$ cat src/rtl/npc_unit.sv
module npc_unit #(
  parameter logic [31:0] START_ADDR = 32'h0040_0000
) (
  input  logic        clk,
  input  logic        rst,
  input  logic [2:0]  flow,
  input  logic [15:0] br_off,
  input  logic [25:0] jmp_idx,
  input  logic [31:0] op_a,
  input  logic [31:0] op_b,
  input  logic [31:0] reg_tgt,
  output logic [31:0] pc,
  output logic [31:0] next_pc,
  output logic        taken,
  output logic        link_we,
  output logic [31:0] link_addr,
  output logic        misalign
);
  localparam logic [2:0] SEQ = 3'd0, BEQ = 3'd1, BNE = 3'd2,
                         JMP = 3'd3, JAL = 3'd4, JREG = 3'd5;

  logic [31:0] seq_pc, br_pc, jmp_pc;
  logic        eq;

  assign seq_pc = pc + 32'd4;
  assign br_pc  = seq_pc + {{14{br_off[15]}}, br_off, 2'b00};
  assign jmp_pc = {seq_pc[31:28], jmp_idx, 2'b00};
  assign eq     = (op_a == op_b);

  always_comb begin
    next_pc = seq_pc;
    taken   = 1'b0;
    unique case (flow)
      BEQ:  if (eq)  begin next_pc = br_pc;   taken = 1'b1; end
      BNE:  if (!eq) begin next_pc = br_pc;   taken = 1'b1; end
      JMP, JAL:      begin next_pc = jmp_pc;  taken = 1'b1; end
      JREG:          begin next_pc = reg_tgt; taken = 1'b1; end
      default: ;
    endcase
  end

  assign link_we   = (flow == JAL);
  assign link_addr = seq_pc;
  assign misalign  = (flow == JREG) && (reg_tgt[1:0] != 2'b00);

  always_ff @(posedge clk) begin
    if (rst) pc <= START_ADDR;
    else     pc <= next_pc;
  end

  a_r9_pc_follows: assert property (@(posedge clk) disable iff (rst)
    1'b1 |=> (pc == $past(next_pc)));
  a_r1_reset_start: assert property (@(posedge clk)
    rst |=> (pc == START_ADDR));
  a_r4_not_taken_seq: assert property (@(posedge clk) disable iff (rst)
    !taken |-> (next_pc == pc + 32'd4));
  a_r6_link_is_jump: assert property (@(posedge clk) disable iff (rst)
    link_we |-> (taken && next_pc[31:28] == link_addr[31:28]));
  a_r8_misalign_taken: assert property (@(posedge clk) disable iff (rst)
    misalign |-> (taken && next_pc[1:0] != 2'b00));
endmodule

$ cat config.mk
export PLATFORM = sky130hd
export DESIGN_NAME = npc_unit
export DESIGN_NICKNAME = d
export VERILOG_FILES = /design/src/rtl/npc_unit.sv
export SDC_FILE = /design/constraint.sdc
export NUM_CORES = 1
export LEC_CHECK = 0
export BUFFER_PORTS_ARGS = -buffer_cell sky130_fd_sc_hd__buf_2
export CELL_PAD_IN_SITES_DETAIL_PLACEMENT = 0
export CELL_PAD_IN_SITES_GLOBAL_PLACEMENT = 2
export CORE_MARGIN = 2
export CORE_UTILIZATION = 26
export DETAILED_ROUTE_END_ITERATION = 10
export GPL_TIMING_DRIVEN = 0
export PLACE_DENSITY = 0.85
export SYNTH_ARGS = -nofsm -noshare
export SYNTH_HDL_FRONTEND = slang
export SYNTH_SLANG_ARGS = --single-unit
$ cat constraint.sdc
create_clock -name clk -period 7.9 [get_ports clk]
set_clock_uncertainty 0.15 [all_clocks]
set_input_delay 0.79 -clock clk [delete_from_list [all_inputs] [get_ports clk]]
set_output_delay 0.79 -clock clk [all_outputs]
set_load 0.05 [all_outputs]
==> summary.md, run 1 <==
| Metric | Value |
|---|---|
| Status | complete, no violations |
| Post-synthesis async set-or-reset flop share | 0 |
| Die W | between 100 and 150 um |
| Endpoint, Worst Hold | pc[0] |
| CP Data Arrival Time | slightly below 5 ns |
| Slew Limit Fails | 0 |
| Number of global-route vias before repair | approximately 5600 |
| Total track usage | 0.209 |
| CTS clk-pin slew, worst paths | roughly 0.06 ns |
| Worst-skew pair later-pin latency | about 0.28 ns |
| TritonCTS clock tree | yes |
| Hold_sp | pc[0] |
| Register area | around 640 um2 |
| PortBufs | 240 |
| Most used DFF post-synth | dfxtp_1 |
| Largest register FFs | 32 |
| CORE AREA | between 15000 and 20000 um2 |
| Antenna diodes | 0 |
| Period utilization | 0.734 |
| Critical path required time | slightly below 7 ns |
| Setup CP Type | reg -> out |
| Maximum buffer depth of the clock tree | 2 |
| PostCTS Resize Cnt | 0 |
| Hold_ws | between 0.5 and 0.6 ns |
| Gr ovfl total | 0 |
| Post-DP HPWL | about 17 mm |
| Routed wire length per instance | between 15 and 20 um |
| Nets@finish | ~1100 |
| Fin cells | 1110 |
| First-pass GRT wire length | about 32 mm |
| Slew HR | 0.404 |
| Filler cell count | between 1500 and 2000 |
| Pre-CTS WS | 2.37 ns |
| Initial Utilization | 0.264 |
| First-pass detailed-route iteration total | 5 |
| DRC Markers | 0 |
| FF-to-FF End | pc[29] |
| Slowest stage delay, CP | 0.56 ns |
| Largest regs | pc (32) |
| EDFF count, synth | 0 |
| Worst Hold Path Cells | 3 |
| Max FO, Critical Path | 7 |
| Ys Warns | 0 |
| Detailed Route WL | between 20 and 25 mm |
| Top reg by flops | pc |
| CTS root buf | clkbuf_16 |
| Most frequent CP cell | o21ai_0 |
| Cts hold-fix bufs | 0 |
| Largest net degree at the start of global routing | 18 |
| Hold Path Class | reg -> reg |
| Post-DR vias/cell | between 5 and 6 |
| Reg2reg start | pc[2] |
| Static Leak | 3.17 nW |
| Gp weighted congestion | approximately 0.84 |
| Die Area | ~19000 um2 |
| CTS Buf Count | 5 |
| Period minus WS final | between 5 and 6 ns |
| Die Ht | 139 um |
| Slowest-stage cell, CP | a2111oi_0 |
| Layout cells sized above 1 | 0.320 |
| Worst-Margin Slew | 0.888 ns |
| CP endpoint kind | primary output |
| Area of the multi-input gates | 3790 um2 |
| Syn Area/Cell | ~7.5 um2 |
| Fmax | 172 MHz |
| Worst IR Drop VDD | ~0.081 mV |
| IO Count | approximately 240 |
| Endpoints failing setup | 0 |
| Cell Rows | between 40 and 50 |
| Number of distinct library cells after synthesis | between 70 and 80 |
| Placed Cells | approximately 1100 |
| Final ANT Viol Nets | 0 |
| Worst r2r path cells | 14 |
| Syn nets | 812 |
| Register area share after synthesis | 0.136 |
| Final Util | 0.357 |
| Setup bufs post-CTS | 0 |
| Synth-to-Final Area Change | 35.4% |
| Num Clock Sinks | 32 |
| Vias | 5816 |
| Initial antenna violation count | 0 |
| H-tree depth | 2 |
| Mapped Area | about 4700 um2 |
| RSZ-0062 raised after global routing | no |
| Power Density | ~160 nW/um2 |
| Crit start category | flop |
| Register bit total from synthesis | 32 |
| Hold Fails Final Rpt | 0 |
| Fin worst setup slack | approximately 2.1 ns |
| Syn Inst Count | between 600 and 700 |
| Fin Setup TNS | 0 ns |
| Flop2flop setup slack | roughly 3.3 ns |
| CP cell instances | ha_1, and2_1, nand4_1, nor2_1, nand3_1, xnor2_1, ha_1, a21oi_1, o21ai_0, a2111oi_0, o21ai_0, o21ai_0, xor2_1, o22ai_1, buf_2 |
| Drt initial violations | 393 |
| Max_cap viols | 0 |
==> cell usage after synthesis, drive strengths merged, types with 9 or more instances <==
cell type / n / area, um2
a22oi: 9 / 67.6
and2: 19 / 121
buf: 10 / 72.6
clkbuf: 18 / 109
ha: 35 / 438
xnor2: 22 / 193
dfxtp: 32 / 641
a21oi: 49 / 245
and4: 10 / 93.8
nand3: 30 / 175
nand4: 18 / 119
nand2: 52 / 195
o21ai: 36 / 184
a211oi: 9 / 67.6
a31oi: 14 / 87.6
xor2: 48 / 420
nor3: 14 / 70.1
a21o: 13 / 97.6
nor2: 33 / 124
inv: 26 / 97.6
nor4: 12 / 90.1
==> metrics by stage <==
step | power, mW | instance area, um2
2_1_floorplan | 0.615 | 4720
4_1_cts | 1.04 | 6390
3_3_place_gp | 0.786 | 6210
6_report | 1.03 | 6390
3_5_place_dp | 0.784 | 6210
5_1_grt | 1.09 | 6390
==> critical path, delay by kind of cell (launching register included) <==
family	cells	cell delay [ns]
AO/OA/AOI/OAI	6	1.49
XOR/XNOR	2	0.57
adder cells (fa/ha/maj)	2	0.61
buffers and inverters	1	0.30
flip-flops	1	0.41
AND/OR/NAND/NOR	4	1.19
==> layer usage <==
| metal | share of wire | routed length (um) | GRT usage | vias to the layer above |
|---|---|---|---|---|
| li1 | - | - | - | 2890 |
| met1 | 0.46 | 9620 | 0.286 | 2717 |
| met2 | 0.47 | 9890 | 0.355 | 192 |
| met3 | 0.057 | 1190 | 0.0294 | 17 |
| met4 | 0.013 | 281 | 0.0351 | 0 |
| met5 | 0 | 0 | 0 | - |
==> logic make-up after synthesis <==
kind of cell	Yosys count	share of synthesized area
adder cells (fa/ha/maj)	36	0.0970
buffers and inverters	55	0.0612
multiplexers	3	0.00636
AND/OR/NAND/NOR	229	0.268
flip-flops	32	0.136
XOR/XNOR	70	0.130
AO/OA/AOI/OAI	208	0.302
==> worst max path at each step <==
stage,end,start,slack (ns)
floorplan,next_pc[22],pc[5],1.87
global placement,next_pc[29],pc[2],2.33
detailed placement,next_pc[29],pc[2],2.37
CTS,next_pc[29],pc[2],2.06
global route,next_pc[29],pc[2],1.66
finish,next_pc[29],pc[2],2.10
==> power by group <==
part | total [mW] | internal (mW) | switching, mW
logic | 0.587 | 0.179 | 0.408
registers | 0.197 | 0.176 | 0.0207
clock network | 0.249 | 0.166 | 0.0831
==> layout make-up <==
type	instances	area share
plain buffers	29	0.0299
clock buffers	7	0.0239
clock inverters	1	0.00470
inverters	26	0.0153
multi-input cells	546	0.593
flip-flops and latches	32	0.100
well taps	229	0.0448
repair buffers	240	0.188
==> cells in the final DEF (no fill, tap or decap), types with 8 or more instances in the layout <==
cell type,instances
inv_1,26
a21o_1,13
o21ai_0,35
dfxtp_1,32
a221o_1,8
nor2_1,33
and2_1,17
nor4_1,11
a211oi_1,9
xnor2_1,22
buf_2,244
ha_1,35
xor2_1,48
nand2b_1,8
nor3_1,14
a21oi_1,49
nand2_1,52
nand3_1,28
a31oi_1,14
a22oi_1,9
a22o_1,8
clkbuf_1,13
nand4_1,17
Note: power is estimated with default switching activity, not from simulation.
==> inputs of run 2 (changes only) <==
- ABC_AREA: not set -> 1
- CORE_UTILIZATION: 26 -> 20
- PLACE_DENSITY: 0.85 -> 0.75
- clock period: 7.9 -> 5.2 ns (I/O delays scaled with it)
==> run 2 against run 1 <==
  * Global-route usage decreased by 2.9 points
  * Die area increased by 42%
  * Final area increased by 9.4%
  * Critical endpoint is now next_pc[23]
  * Largest cell class unchanged
==> summary.md, run 2 <==
| Metric | Value |
|---|---|
| Most used DFF post-synth | dfxtp_1 |
| Detailed Route WL | around 25 mm |
| Top reg by flops | pc |
| First-pass detailed-route iteration total | 5 |
| TritonCTS clock tree | yes |
| Total power | ~1.7 mW |
| RSZ-0062 raised after global routing | no |
| Initial antenna violation count | 0 |
| Gr ovfl total | 0 |
| Register area share after synthesis | 0.123 |
| Worst Hold Path Cells | 2 |
| Setup CP Type | reg -> out |
| DRC Markers | 0 |
| Die Ht | 165 um |
| Endpoint, Worst Hold | pc[3] |
| Synth-to-Final Area Change | 34.5% |
| Drt initial violations | slightly above 400 |
| Syn nets | between 1000 and 1500 |
| Hold_sp | rst |
| Crit start category | flop |
| Fin worst setup slack | roughly 0.38 ns |
| PostCTS Resize Cnt | 0 |
| Cts hold-fix bufs | 0 |
| Number of distinct library cells after synthesis | 38 |
| Power Density | between 200 and 250 nW/um2 |
| Period utilization | 0.927 |
| Placed Cells | around 1500 |
| Final Util | 0.271 |
| FF-to-FF End | pc[23] |
| Worst IR Drop VDD | around 0.13 mV |
| Post-DP Area | a little under 7000 um2 |
| Routed wire length per instance | between 15 and 20 um |
| Slew HR | 0.411 |
| Die W | ~170 um |
| Total track usage | 0.180 |
| CORE AREA | approximately 26000 um2 |
| Period minus WS final | roughly 4.8 ns |
| Final instance area | ~7000 um2 |
| Most common cell after layout, fill and taps aside | nand2_1 |
| Die Area | around 27000 um2 |
| Maximum buffer depth of the clock tree | 2 |
| Flop2flop setup slack | 1.31 ns |
| Max FO, Critical Path | 4 |
| Nets@finish | around 1400 |
| Slew Limit Fails | 0 |
| CP Data Arrival Time | approximately 4.2 ns |
| Pre-CTS WS | about 0.74 ns |
| Syn Inst Count | 942 |
| Fin Setup TNS | 0 ns |
| CP endpoint kind | primary output |
| Post-DR vias/cell | between 4 and 5 |
| Synth area leaders | nand2_1 (21%), dfxtp_1 (12%), inv_1 (11%), nor2_1 (10%), ha_1 (8.4%) |
| Hold Path Class | in -> reg |
| IO Count | between 200 and 250 |
| Top cells by count, synth | nand2_1 (284), inv_1 (149), nor2_1 (143) |
| Number of global-route vias before repair | ~6000 |
| PortBufs | 241 |
| Syn Area/Cell | roughly 5.5 um2 |
| Largest net degree at the start of global routing | 19 |
| CTS Buf Count | 5 |
| Antenna diodes | 0 |
| CTS clk-pin slew, worst paths | 0.06 ns |
| Static Leak | 4.03 nW |
| Fin cells | between 1500 and 2000 |
| Layout cells sized above 1 | 0.254 |
| Filler cell count | around 3000 |
| Dominant cell type by area after synthesis | nand2_1 |
| Cell Rows | between 50 and 60 |
| Worst-Margin Slew | about 0.9 ns |
| H-tree depth | 2 |
| Hold Fails Final Rpt | 0 |
| Worst r2r path cells | 21 |
| First-pass GRT wire length | 36.3 mm |
| EDFF count, synth | 0 |
| Final ANT Viol Nets | 0 |
| Mapped Area | ~5200 um2 |
| Worst-skew pair later-pin latency | roughly 0.29 ns |
| Critical path required time | 4.53 ns |
| Post-synthesis async set-or-reset flop share | 0 |
| Endpoints failing setup | 0 |
| Most frequent cells in the layout | nand2_1 (284), buf_2 (246), inv_1 (149) |
| Largest register FFs | 32 |
| Synth top area share | 0.205 |
| Ys Warns | 0 |
| CTS root buf | clkbuf_16 |
| Top-count cell post-synth | nand2_1 |
| Max_cap viols | 0 |
| Gp weighted congestion | 0.861 |
| Register bit total from synthesis | 32 |
| Fmax | between 200 and 250 MHz |
| Setup bufs post-CTS | 0 |
| Reg2reg start | pc[2] |
| Status | complete, no violations |
| Vias | ~6400 |
| Post-DP HPWL | ~22 mm |
| Initial Utilization | 0.202 |
| Num Clock Sinks | 32 |
| Largest regs | pc (32) |
| Hold_ws | 0.316 ns |
## run 2: changes by cell type after synthesis, sizes merged, moves of 11 or more
cell    before  now
a21oi       49   33
nand2       52  291
a22oi        9   20
and2        19    2
xnor2       22   40
clkbuf      18    5
xor2        48   16
inv         26  159
nor4        12    0
a31oi       14    0
nor2        33  149
a21o        13    2
nand3       30   61
## run 2: routing by layer
metal | wire length [um] | vias to the layer above | global-route usage
met2 | 10900 | 175 | 0.284
met4 | 163 | 0 | 0.0225
li1 | - | 3448 | -
met5 | 0 | - | 0
met1 | 12300 | 2764 | 0.261
met3 | 1620 | 14 | 0.0307
## run 2: worst max-delay path by stage
stage,startpoint,to,slack [ns],cells after the start
final,pc[2],next_pc[23],0.38,21
after global routing,pc[2],next_pc[23],0.07,21
after CTS,pc[2],next_pc[23],0.40,21
after detailed placement,pc[2],next_pc[23],0.74,21
after global placement,pc[2],next_pc[23],0.76,21
after floorplan,pc[2],next_pc[22],0.53,14
## run 2: critical path, cell delays in order, from the launching register on
cell,delay [ns]
dfxtp_1,0.41
ha_1,0.25
nand2_1,0.10
nor2_1,0.17
nand2_1,0.17
inv_1,0.16
nand3_1,0.10
xor2_1,0.31
inv_1,0.14
ha_1,0.37
nand2_1,0.11
nor2_1,0.27
and2_1,0.17
nand2_1,0.05
nand2_1,0.20
nand3_1,0.14
nand3b_1,0.12
nand3_1,0.13
nand3_1,0.10
nand2_1,0.08
inv_1,0.06
buf_2,0.25
## run 2: layout make-up
| type | count | area (um2) | share of cell area |
|---|---|---|---|
| clock buffers | 6 | 129 | 0.0184 |
| multi-input cells | 734 | 3870 | 0.554 |
| plain buffers | 15 | 81.3 | 0.0116 |
| well taps | 335 | 419 | 0.0599 |
| clock inverters | 2 | 35.0 | 0.00501 |
| flip-flops and latches | 32 | 641 | 0.0916 |
| inverters | 161 | 606 | 0.0866 |
| repair buffers | 241 | 1210 | 0.173 |
## run 2: power by group
part	internal (mW)	leakage [nW]	total [mW]	switching (mW)
clock	0.226	0.0808	0.357	0.131
sequential	0.270	0.264	0.307	0.0377
combinational	0.290	3.68	1.04	0.747
## run 2: logic make-up (layout without fill, tap and decap cells)
kind of cell               after synthesis  in the layout  share of synthesized area
and+or+nand+nor                        550            550                      0.455
buffers and inverters                  176            425                      0.132
xor gates and xnor gates                56             56                     0.0958
DFF                                     32             32                      0.123
AOI/OAI and AO/OA                       92             92                      0.106
adders and majority gates               36             36                     0.0881
